## config.mk

```make
export PLATFORM = sky130hd
export DESIGN_NAME = turbo_pcc_encoder
export DESIGN_NICKNAME = d
export VERILOG_FILES = /design/src/rtl/tpe_pkg.sv /design/src/rtl/tpe_pingpong.sv /design/src/rtl/tpe_seq.sv /design/src/rtl/tpe_rsc.sv /design/src/rtl/turbo_pcc_encoder.sv
export SDC_FILE = /design/constraint.sdc
export NUM_CORES = 1
export LEC_CHECK = 0
export BUFFER_PORTS_ARGS = -buffer_cell sky130_fd_sc_hd__buf_4
export CAP_MARGIN = 25
export CORE_MARGIN = 4
export CORE_UTILIZATION = 63
export CTS_CLUSTER_SIZE = 25
export DETAILED_ROUTE_END_ITERATION = 16
export HOLD_SLACK_MARGIN = 0.12
export PLACE_DENSITY = 0.9
export SLEW_MARGIN = 20
export SYNTH_ARGS = -nofsm -noshare
export SYNTH_HDL_FRONTEND = slang
export SYNTH_SLANG_ARGS = --single-unit
```

## constraint.sdc

```tcl
create_clock -name clk -period 3.1 [get_ports clk]
set_input_delay 0.155 -clock clk [delete_from_list [all_inputs] [get_ports clk]]
set_output_delay 0.155 -clock clk [all_outputs]
set_load 0.03 [all_outputs]
```

## src/rtl/tpe_pkg.sv

```systemverilog
`timescale 1ns/1ps
package tpe_pkg;

  typedef enum logic [1:0] {
    PH_IDLE = 2'd0,
    PH_DATA = 2'd1,
    PH_TAIL = 2'd2
  } tpe_phase_e;

  // state vector: s[0] = newest delay element, s[2] = oldest
  function automatic logic rsc_fb(input logic [2:0] s);
    return s[1] ^ s[2];
  endfunction

  function automatic logic rsc_w(input logic [2:0] s, input logic u);
    return u ^ rsc_fb(s);
  endfunction

  function automatic logic [2:0] rsc_next(input logic [2:0] s, input logic u);
    return {s[1], s[0], rsc_w(s, u)};
  endfunction

  function automatic logic rsc_par0(input logic [2:0] s, input logic u);
    return rsc_w(s, u) ^ s[0] ^ s[2];
  endfunction

  function automatic logic rsc_par1(input logic [2:0] s, input logic u);
    return rsc_w(s, u) ^ s[0] ^ s[1] ^ s[2];
  endfunction

endpackage

```

## src/rtl/tpe_pingpong.sv

```systemverilog
`timescale 1ns/1ps
module tpe_pingpong #(
  parameter int SHORT_LEN = 16,
  parameter int LONG_LEN  = 48,
  parameter int MAX_LEN   = 48,
  parameter int AW        = 6
) (
  input  logic          clk,
  input  logic          rst_n,
  input  logic          clr,
  input  logic          in_bit,
  input  logic          in_valid,
  input  logic          in_first,
  input  logic          size_sel,
  input  logic          release_i,
  input  logic [AW-1:0] nat_addr,
  input  logic [AW-1:0] il_addr,
  output logic          ready_o,
  output logic          rd_full_o,
  output logic          rd_sel_len_o,
  output logic [1:0]    full_o,
  output logic          nat_bit_o,
  output logic          il_bit_o
);

  logic [MAX_LEN-1:0] mem_q [2];
  logic [1:0]         full_q;
  logic [1:0]         lsel_q;
  logic               wr_sel_q;
  logic               rd_sel_q;
  logic [AW-1:0]      wr_ptr_q;

  logic               accept;
  logic [AW-1:0]      ptr;
  logic               eff_sel;
  logic               last_bit;

  always_comb begin
    accept   = in_valid && !full_q[wr_sel_q];
    ptr      = in_first ? '0 : wr_ptr_q;
    eff_sel  = in_first ? size_sel : lsel_q[wr_sel_q];
    last_bit = (ptr == (eff_sel ? AW'(LONG_LEN - 1) : AW'(SHORT_LEN - 1)));
  end

  always_ff @(posedge clk) begin
    if (accept) mem_q[wr_sel_q][ptr] <= in_bit;
  end

  always_ff @(posedge clk or negedge rst_n) begin
    if (!rst_n) begin
      full_q   <= '0;
      lsel_q   <= '0;
      wr_sel_q <= 1'b0;
      rd_sel_q <= 1'b0;
      wr_ptr_q <= '0;
    end else if (clr) begin
      full_q   <= '0;
      lsel_q   <= '0;
      wr_sel_q <= 1'b0;
      rd_sel_q <= 1'b0;
      wr_ptr_q <= '0;
    end else begin
      if (accept) begin
        if (in_first) lsel_q[wr_sel_q] <= size_sel;
        if (last_bit) begin
          full_q[wr_sel_q] <= 1'b1;
          wr_sel_q         <= ~wr_sel_q;
          wr_ptr_q         <= '0;
        end else begin
          wr_ptr_q <= ptr + AW'(1);
        end
      end
      if (release_i) begin
        full_q[rd_sel_q] <= 1'b0;
        rd_sel_q         <= ~rd_sel_q;
      end
    end
  end

  assign ready_o      = !full_q[wr_sel_q];
  assign rd_full_o    = full_q[rd_sel_q];
  assign rd_sel_len_o = lsel_q[rd_sel_q];
  assign full_o       = full_q;
  assign nat_bit_o    = mem_q[rd_sel_q][nat_addr];
  assign il_bit_o     = mem_q[rd_sel_q][il_addr];

endmodule

```

## src/rtl/tpe_seq.sv

```systemverilog
`timescale 1ns/1ps
module tpe_seq
  import tpe_pkg::*;
#(
  parameter int SHORT_LEN = 16,
  parameter int LONG_LEN  = 48,
  parameter int ROWS      = 4,
  parameter int AW        = 6
) (
  input  logic          clk,
  input  logic          rst_n,
  input  logic          clr,
  input  logic          blk_ready,
  input  logic          blk_sel,
  output tpe_phase_e    phase_o,
  output logic [AW-1:0] nat_addr_o,
  output logic [AW-1:0] il_addr_o,
  output logic          release_o,
  output logic          out_valid_o,
  output logic          out_tail_o,
  output logic          cur_sel_o
);

  localparam int RW = (ROWS > 1) ? $clog2(ROWS) : 1;

  tpe_phase_e    phase_q;
  logic [AW-1:0] idx_q;
  logic [AW-1:0] il_q;
  logic [AW-1:0] col_q;
  logic [RW-1:0] row_q;
  logic [1:0]    tcnt_q;
  logic          cur_sel_q;
  logic          vld_q;
  logic          tail_q;

  logic [AW-1:0] last_idx;
  logic [AW-1:0] cols;
  logic          data_end;

  always_comb begin
    last_idx = cur_sel_q ? AW'(LONG_LEN - 1) : AW'(SHORT_LEN - 1);
    cols     = cur_sel_q ? AW'(LONG_LEN / ROWS) : AW'(SHORT_LEN / ROWS);
    data_end = (phase_q == PH_DATA) && (idx_q == last_idx);
  end

  always_ff @(posedge clk or negedge rst_n) begin
    if (!rst_n) begin
      phase_q   <= PH_IDLE;
      idx_q     <= '0;
      il_q      <= '0;
      col_q     <= '0;
      row_q     <= '0;
      tcnt_q    <= '0;
      cur_sel_q <= 1'b0;
      vld_q     <= 1'b0;
      tail_q    <= 1'b0;
    end else if (clr) begin
      phase_q   <= PH_IDLE;
      idx_q     <= '0;
      il_q      <= '0;
      col_q     <= '0;
      row_q     <= '0;
      tcnt_q    <= '0;
      cur_sel_q <= 1'b0;
      vld_q     <= 1'b0;
      tail_q    <= 1'b0;
    end else begin
      vld_q  <= (phase_q != PH_IDLE);
      tail_q <= (phase_q == PH_TAIL);
      case (phase_q)
        PH_IDLE: begin
          if (blk_ready) begin
            phase_q   <= PH_DATA;
            idx_q     <= '0;
            il_q      <= '0;
            col_q     <= '0;
            row_q     <= '0;
            cur_sel_q <= blk_sel;
          end
        end
        PH_DATA: begin
          if (data_end) begin
            phase_q <= PH_TAIL;
            tcnt_q  <= '0;
          end else begin
            idx_q <= idx_q + AW'(1);
            if (row_q == RW'(ROWS - 1)) begin
              row_q <= '0;
              col_q <= col_q + AW'(1);
              il_q  <= col_q + AW'(1);
            end else begin
              row_q <= row_q + RW'(1);
              il_q  <= il_q + cols;
            end
          end
        end
        PH_TAIL: begin
          if (tcnt_q == 2'd2) phase_q <= PH_IDLE;
          else                tcnt_q  <= tcnt_q + 2'd1;
        end
        default: phase_q <= PH_IDLE;
      endcase
    end
  end

  assign phase_o     = phase_q;
  assign nat_addr_o  = idx_q;
  assign il_addr_o   = il_q;
  assign release_o   = data_end;
  assign out_valid_o = vld_q;
  assign out_tail_o  = tail_q;
  assign cur_sel_o   = cur_sel_q;

endmodule

```

## src/rtl/tpe_rsc.sv

```systemverilog
`timescale 1ns/1ps
module tpe_rsc
  import tpe_pkg::*;
(
  input  logic       clk,
  input  logic       rst_n,
  input  logic       clr,
  input  tpe_phase_e phase,
  input  logic       u_in,
  output logic       sys_o,
  output logic       par0_o,
  output logic       par1_o,
  output logic       tail_o,
  output logic [2:0] state_o
);

  logic [2:0] st_q;
  logic       sys_q, p0_q, p1_q, tl_q;
  logic       tail_u;

  assign tail_u = rsc_fb(st_q);

  always_ff @(posedge clk or negedge rst_n) begin
    if (!rst_n) begin
      st_q  <= '0;
      sys_q <= 1'b0;
      p0_q  <= 1'b0;
      p1_q  <= 1'b0;
      tl_q  <= 1'b0;
    end else if (clr) begin
      st_q  <= '0;
      sys_q <= 1'b0;
      p0_q  <= 1'b0;
      p1_q  <= 1'b0;
      tl_q  <= 1'b0;
    end else begin
      case (phase)
        PH_DATA: begin
          st_q  <= rsc_next(st_q, u_in);
          sys_q <= u_in;
          p0_q  <= rsc_par0(st_q, u_in);
          p1_q  <= rsc_par1(st_q, u_in);
          tl_q  <= 1'b0;
        end
        PH_TAIL: begin
          st_q  <= rsc_next(st_q, tail_u);
          sys_q <= 1'b0;
          p0_q  <= rsc_par0(st_q, tail_u);
          p1_q  <= rsc_par1(st_q, tail_u);
          tl_q  <= tail_u;
        end
        default: begin
          st_q  <= '0;
          sys_q <= 1'b0;
          p0_q  <= 1'b0;
          p1_q  <= 1'b0;
          tl_q  <= 1'b0;
        end
      endcase
    end
  end

  assign sys_o   = sys_q;
  assign par0_o  = p0_q;
  assign par1_o  = p1_q;
  assign tail_o  = tl_q;
  assign state_o = st_q;

endmodule

```

## src/rtl/turbo_pcc_encoder.sv

```systemverilog
`timescale 1ns/1ps
module turbo_pcc_encoder
  import tpe_pkg::*;
#(
  parameter int SHORT_LEN = 16,
  parameter int LONG_LEN  = 48,
  parameter int ROWS      = 4
) (
  input  logic clk,
  input  logic rst_n,
  input  logic clr,
  input  logic in_bit,
  input  logic in_valid,
  input  logic in_first,
  input  logic size_sel,
  output logic ready,
  output logic out_valid,
  output logic nat_sys,
  output logic nat_par0,
  output logic nat_par1,
  output logic nat_tail,
  output logic il_sys,
  output logic il_par0,
  output logic il_par1,
  output logic il_tail
);

  localparam int MAX_LEN = (LONG_LEN > SHORT_LEN) ? LONG_LEN : SHORT_LEN;
  localparam int AW      = $clog2(MAX_LEN);
  localparam int NENC    = 2;

  // named internal events, also observed by the bound checker
  tpe_phase_e    phase_w;
  logic [AW-1:0] nat_addr_w, il_addr_w;
  logic          release_w;
  logic          rd_full_w;
  logic          rd_len_w;
  logic [1:0]    buf_full_w;
  logic          nat_bit_w, il_bit_w;
  logic          out_tail_w;
  logic          cur_sel_w;
  logic [5:0]    enc_state_w;

  logic [NENC-1:0] u_w, sys_w, p0_w, p1_w, tl_w;

  tpe_pingpong #(
    .SHORT_LEN(SHORT_LEN), .LONG_LEN(LONG_LEN), .MAX_LEN(MAX_LEN), .AW(AW)
  ) buf_i (
    .clk(clk), .rst_n(rst_n), .clr(clr),
    .in_bit(in_bit), .in_valid(in_valid), .in_first(in_first), .size_sel(size_sel),
    .release_i(release_w), .nat_addr(nat_addr_w), .il_addr(il_addr_w),
    .ready_o(ready), .rd_full_o(rd_full_w), .rd_sel_len_o(rd_len_w),
    .full_o(buf_full_w), .nat_bit_o(nat_bit_w), .il_bit_o(il_bit_w)
  );

  tpe_seq #(
    .SHORT_LEN(SHORT_LEN), .LONG_LEN(LONG_LEN), .ROWS(ROWS), .AW(AW)
  ) seq_i (
    .clk(clk), .rst_n(rst_n), .clr(clr),
    .blk_ready(rd_full_w), .blk_sel(rd_len_w),
    .phase_o(phase_w), .nat_addr_o(nat_addr_w), .il_addr_o(il_addr_w),
    .release_o(release_w), .out_valid_o(out_valid), .out_tail_o(out_tail_w),
    .cur_sel_o(cur_sel_w)
  );

  assign u_w = {il_bit_w, nat_bit_w};

  for (genvar g = 0; g < NENC; g++) begin : g_enc
    tpe_rsc rsc_i (
      .clk(clk), .rst_n(rst_n), .clr(clr), .phase(phase_w), .u_in(u_w[g]),
      .sys_o(sys_w[g]), .par0_o(p0_w[g]), .par1_o(p1_w[g]), .tail_o(tl_w[g]),
      .state_o(enc_state_w[3*g +: 3])
    );
  end

  assign nat_sys  = sys_w[0];
  assign nat_par0 = p0_w[0];
  assign nat_par1 = p1_w[0];
  assign nat_tail = tl_w[0];
  assign il_sys   = sys_w[1];
  assign il_par0  = p0_w[1];
  assign il_par1  = p1_w[1];
  assign il_tail  = tl_w[1];

endmodule

```

==> results.cfg <==
[outcome]
run_status = finished clean

[synth]
synth.ff_latch_count = 148
synth.largest_area_cell = sky130_fd_sc_hd__edfxtp_1
ys_warn_count = 0
post-synth-top-area-fraction = 0.3563
synth_area_um2 = 8092
synth.cells.most_frequent = 136 x sky130_fd_sc_hd__nor2_1, 96 x sky130_fd_sc_hd__edfxtp_1, 52 x sky130_fd_sc_hd__dfrtp_1
synthesis.area_per_instance_um2 = 11.68
mapped_cells = 693
postSynth.topFlopCell = sky130_fd_sc_hd__edfxtp_1
yosys.cell_types.count = 69
number_of_enable_type_register_cells_in_the_synthesized_netlist = 96
post_synth_main_area_contributors = sky130_fd_sc_hd__edfxtp_1 36%, sky130_fd_sc_hd__dfrtp_1 16%, sky130_fd_sc_hd__mux4_2 10%
async_flop_share = 0.3514
synth_seq_area_share = 0.5171
syn-num-nets = 711
synth.most_common_cell = sky130_fd_sc_hd__nor2_1

[routing]
wirelength_mm = 19.73
vias_per_cell = 6.884
vias = 6127
detailedRoute.firstPassIterationCount = 7
drt_iter0_drc = 859
ant_nets = 0
post-route-drc-count = 0
post_drt_wl_per_cell_um = 22.17

[sta]
timing.final.setup_violations = 0
fin_ws_ns = 0.1519
clock_skew_ns = 0.006958
slew_viol_final = 0
tightestPinTransition_ns = 0.8693
hold_viol = 0
rsz0062_at_grt = false
slew_headroom = 0.4166
achievable-frequency_mhz = 339.2
worst_hold_slack_ns = 0.1278
layout_min_cycle_time_ns = 2.948
setup_total_negative_slack_ns = 0
layout_worst_path_cycle_share = 0.9510

[clock_network]
number_of_buffers_inserted_by_post_cts_setup_repair = 0
clock_net_sink_count = 148
source_to_sink_clock_delay_at_the_later_pin_of_the_worst_skew_pair_ns = 0.43
clock_tree_from_tritoncts = done
cts-root-buf = sky130_fd_sc_hd__clkbuf_16
clock_pin_transition_on_the_worst_setup_and_hold_timing_paths_ns = 0.06
cts_max_path_buffers = 2
post_cts_gate_resize_count = 0
cts_buffers = 17
cts-htree-levels = 4

[die]
die_width_um = 121.3
core-area_um2 = 12620
placementRows = 41
num_io_pins = 17
starting_density_of_the_core = 0.6412
fp.dieH_um = 121.3
area_of_the_die_um2 = 14720

[critical_path]
regToRegSetupSlack_ns = 0.15
critPathCaptureType = flip-flop
crit_path_max_fanout = 18
timing_worst_setup_path_type = flip-flop to flip-flop
worst_setup_path_start_kind = flip-flop
worst-endpoint-arrival_ns = 3.25
cp_data_required_time_ns = 3.41

[placed_design]
routabilityCongestion = 0.8971
port-buffer-count = 16
pre_cts_ws_ns = 0.1876
dp_cells = 854
placement.cell_area_um2 = 8339
place_hpwl_mm = 13.45

[final_layout]
n_antenna_cell = 0
layout.cells.non_filler = 890
layout_cells_sized_above_1 = 0.1602
design_area_um2 = 8936
fill_cells = 817
multiInputGateArea_um2 = 3603
area_delta_synth_final_pct = 10.44
ff_latch_area_um2 = 4185
fin_nets = 723

[pwr]
cellLeakagePower_nw = 3.092
worst_ir_drop_vdd_uv = 383.9
pwr_density_cell_nw_per_um2 = 548.7

[global_route]
antenna_found_initial = 0
grt_pass1_wl_mm = 31.88
groute.usage.overall = 0.2835
first_global_vias = 5980
grt_remaining_overflow = 0
pin_count_of_the_biggest_net_entering_global_routing = 97

[worst_hold_path]
hold_path.class = input port to flip-flop

[job]
cap_viol_max_count = 0
sequential cells by signal (all words and copies together) (netlist names):
| name | cells |
|---|---|
| seq_i.tcnt_q | 2 |
| seq_i.out_valid_o | 1 |
| buf_i.full_o | 2 |
| seq_i.col_q | 6 |
| g_enc.rsc_i.tail_o | 2 |
| g_enc.rsc_i.sys_o | 2 |
| buf_i.wr_ptr_q | 6 |
| seq_i.nat_addr_o | 6 |
| seq_i.row_q | 2 |
| g_enc.rsc_i.par0_o | 2 |
| g_enc.rsc_i.state_o | 6 |
| buf_i.rd_sel_q | 1 |
| buf_i.mem_q | 96 |
| seq_i.il_addr_o | 6 |
| buf_i.wr_sel_q | 1 |
| seq_i.phase_o | 2 |
| buf_i.lsel_q | 2 |
| seq_i.cur_sel_o | 1 |
| g_enc.rsc_i.par1_o | 2 |
critical path: stages (launching register included):
cell and delay, ns:
sky130_fd_sc_hd__dfrtp_2 0.66, sky130_fd_sc_hd__buf_4 0.31, sky130_fd_sc_hd__mux4_1 0.58, sky130_fd_sc_hd__mux2i_1 0.19
sky130_fd_sc_hd__nor3_1 0.11, sky130_fd_sc_hd__nor4_4 0.43, sky130_fd_sc_hd__a2111oi_0 0.16, sky130_fd_sc_hd__or3_1 0.38
metrics by stage:
| step | util | power [W] |
|---|---|---|
| after floorplan | - | 0.002737 |
| after global placement | 0.6608 | 0.002907 |
| after detailed placement | 0.6608 | 0.002953 |
| after CTS | 0.7081 | 0.004897 |
| after global routing | 0.7081 | 0.005065 |
| final | 0.7081 | 0.004904 |
final cells by class:
type                            count  share of cell area
Sequential cell                   148              0.4684
Multi-Input combinational cell    483              0.4032
Clock buffer                       18             0.04803
Timing Repair Buffer               39             0.03528
Tap cell                          172             0.02408
Clock inverter                     14             0.01428
Inverter                           16            0.006721
cells by family (layout without fill, tap and decap cells):
kind of cell | after synthesis | in the layout | share of synthesized area
fa+ha+maj | 11 | 11 | 0.01794
simple gates | 295 | 295 | 0.1735
xor+xnor | 11 | 11 | 0.01191
flops | 148 | 148 | 0.5171
compound gates | 102 | 102 | 0.08520
buf+inv | 62 | 87 | 0.03757
mux | 64 | 64 | 0.1568
routing by layer:
metal  track usage  wire, um  vias up
li1              -         -     2615
met1        0.3735      7374     3019
met2        0.4528      9715      428
met3       0.07413      2026       65
met4        0.1134       612        0
met5             0         0        -
repair_timing:
item | in CTS | in global routing
setup endpoints to repair | 0 | 0
hold buffers | 4 | 0
hold endpoints to repair | 65 | 0
path summary, 6_finish.rpt:
check	startpoint	endpoint	cells past startpoint
worst min register to register	seq_i.row_q[1]	seq_i.row_q[1]	2
min in group asynchronous	rst_n	g_enc[0].rsc_i.tail_o	2
max in group asynchronous	rst_n	buf_i.rd_sel_q	2
worst max register to register	buf_i.rd_sel_q	g_enc[0].rsc_i.par0_o	7
worst max-delay path	buf_i.rd_sel_q	g_enc[0].rsc_i.par0_o	7
worst min-delay path	in_first	buf_i.wr_ptr_q[4]	4
power by group:
group          switching (W)  internal (W)
registers          0.0000693       0.00215
logic               0.000428      0.000287
clock network       0.000856       0.00111
placed cells by master, fill, tap and decap left out, drive strengths merged, types with 4 or more instances in the layout:
| cell | instances |
|---|---|
| a21oi | 18 |
| a22oi | 7 |
| a311oi | 4 |
| a31oi | 4 |
| and2 | 6 |
| buf | 35 |
| clkbuf | 18 |
| clkinv | 6 |
| dfrtp | 52 |
| dlygate4sd3 | 4 |
| edfxtp | 96 |
| ha | 10 |
| inv | 20 |
| mux2i | 15 |
| mux4 | 47 |
| nand2 | 48 |
| nand2b | 12 |
| nand3 | 22 |
| nand4 | 5 |
| nand4b | 6 |
| nor2 | 136 |
| nor2b | 10 |
| nor3 | 15 |
| nor3b | 4 |
| nor4 | 5 |
| nor4b | 4 |
| o21ai | 31 |
| o22ai | 4 |
| o31ai | 5 |
| or2 | 4 |
| or3 | 6 |
| or4 | 4 |
| xnor2 | 9 |
Note: power is estimated with default switching activity, not from simulation.
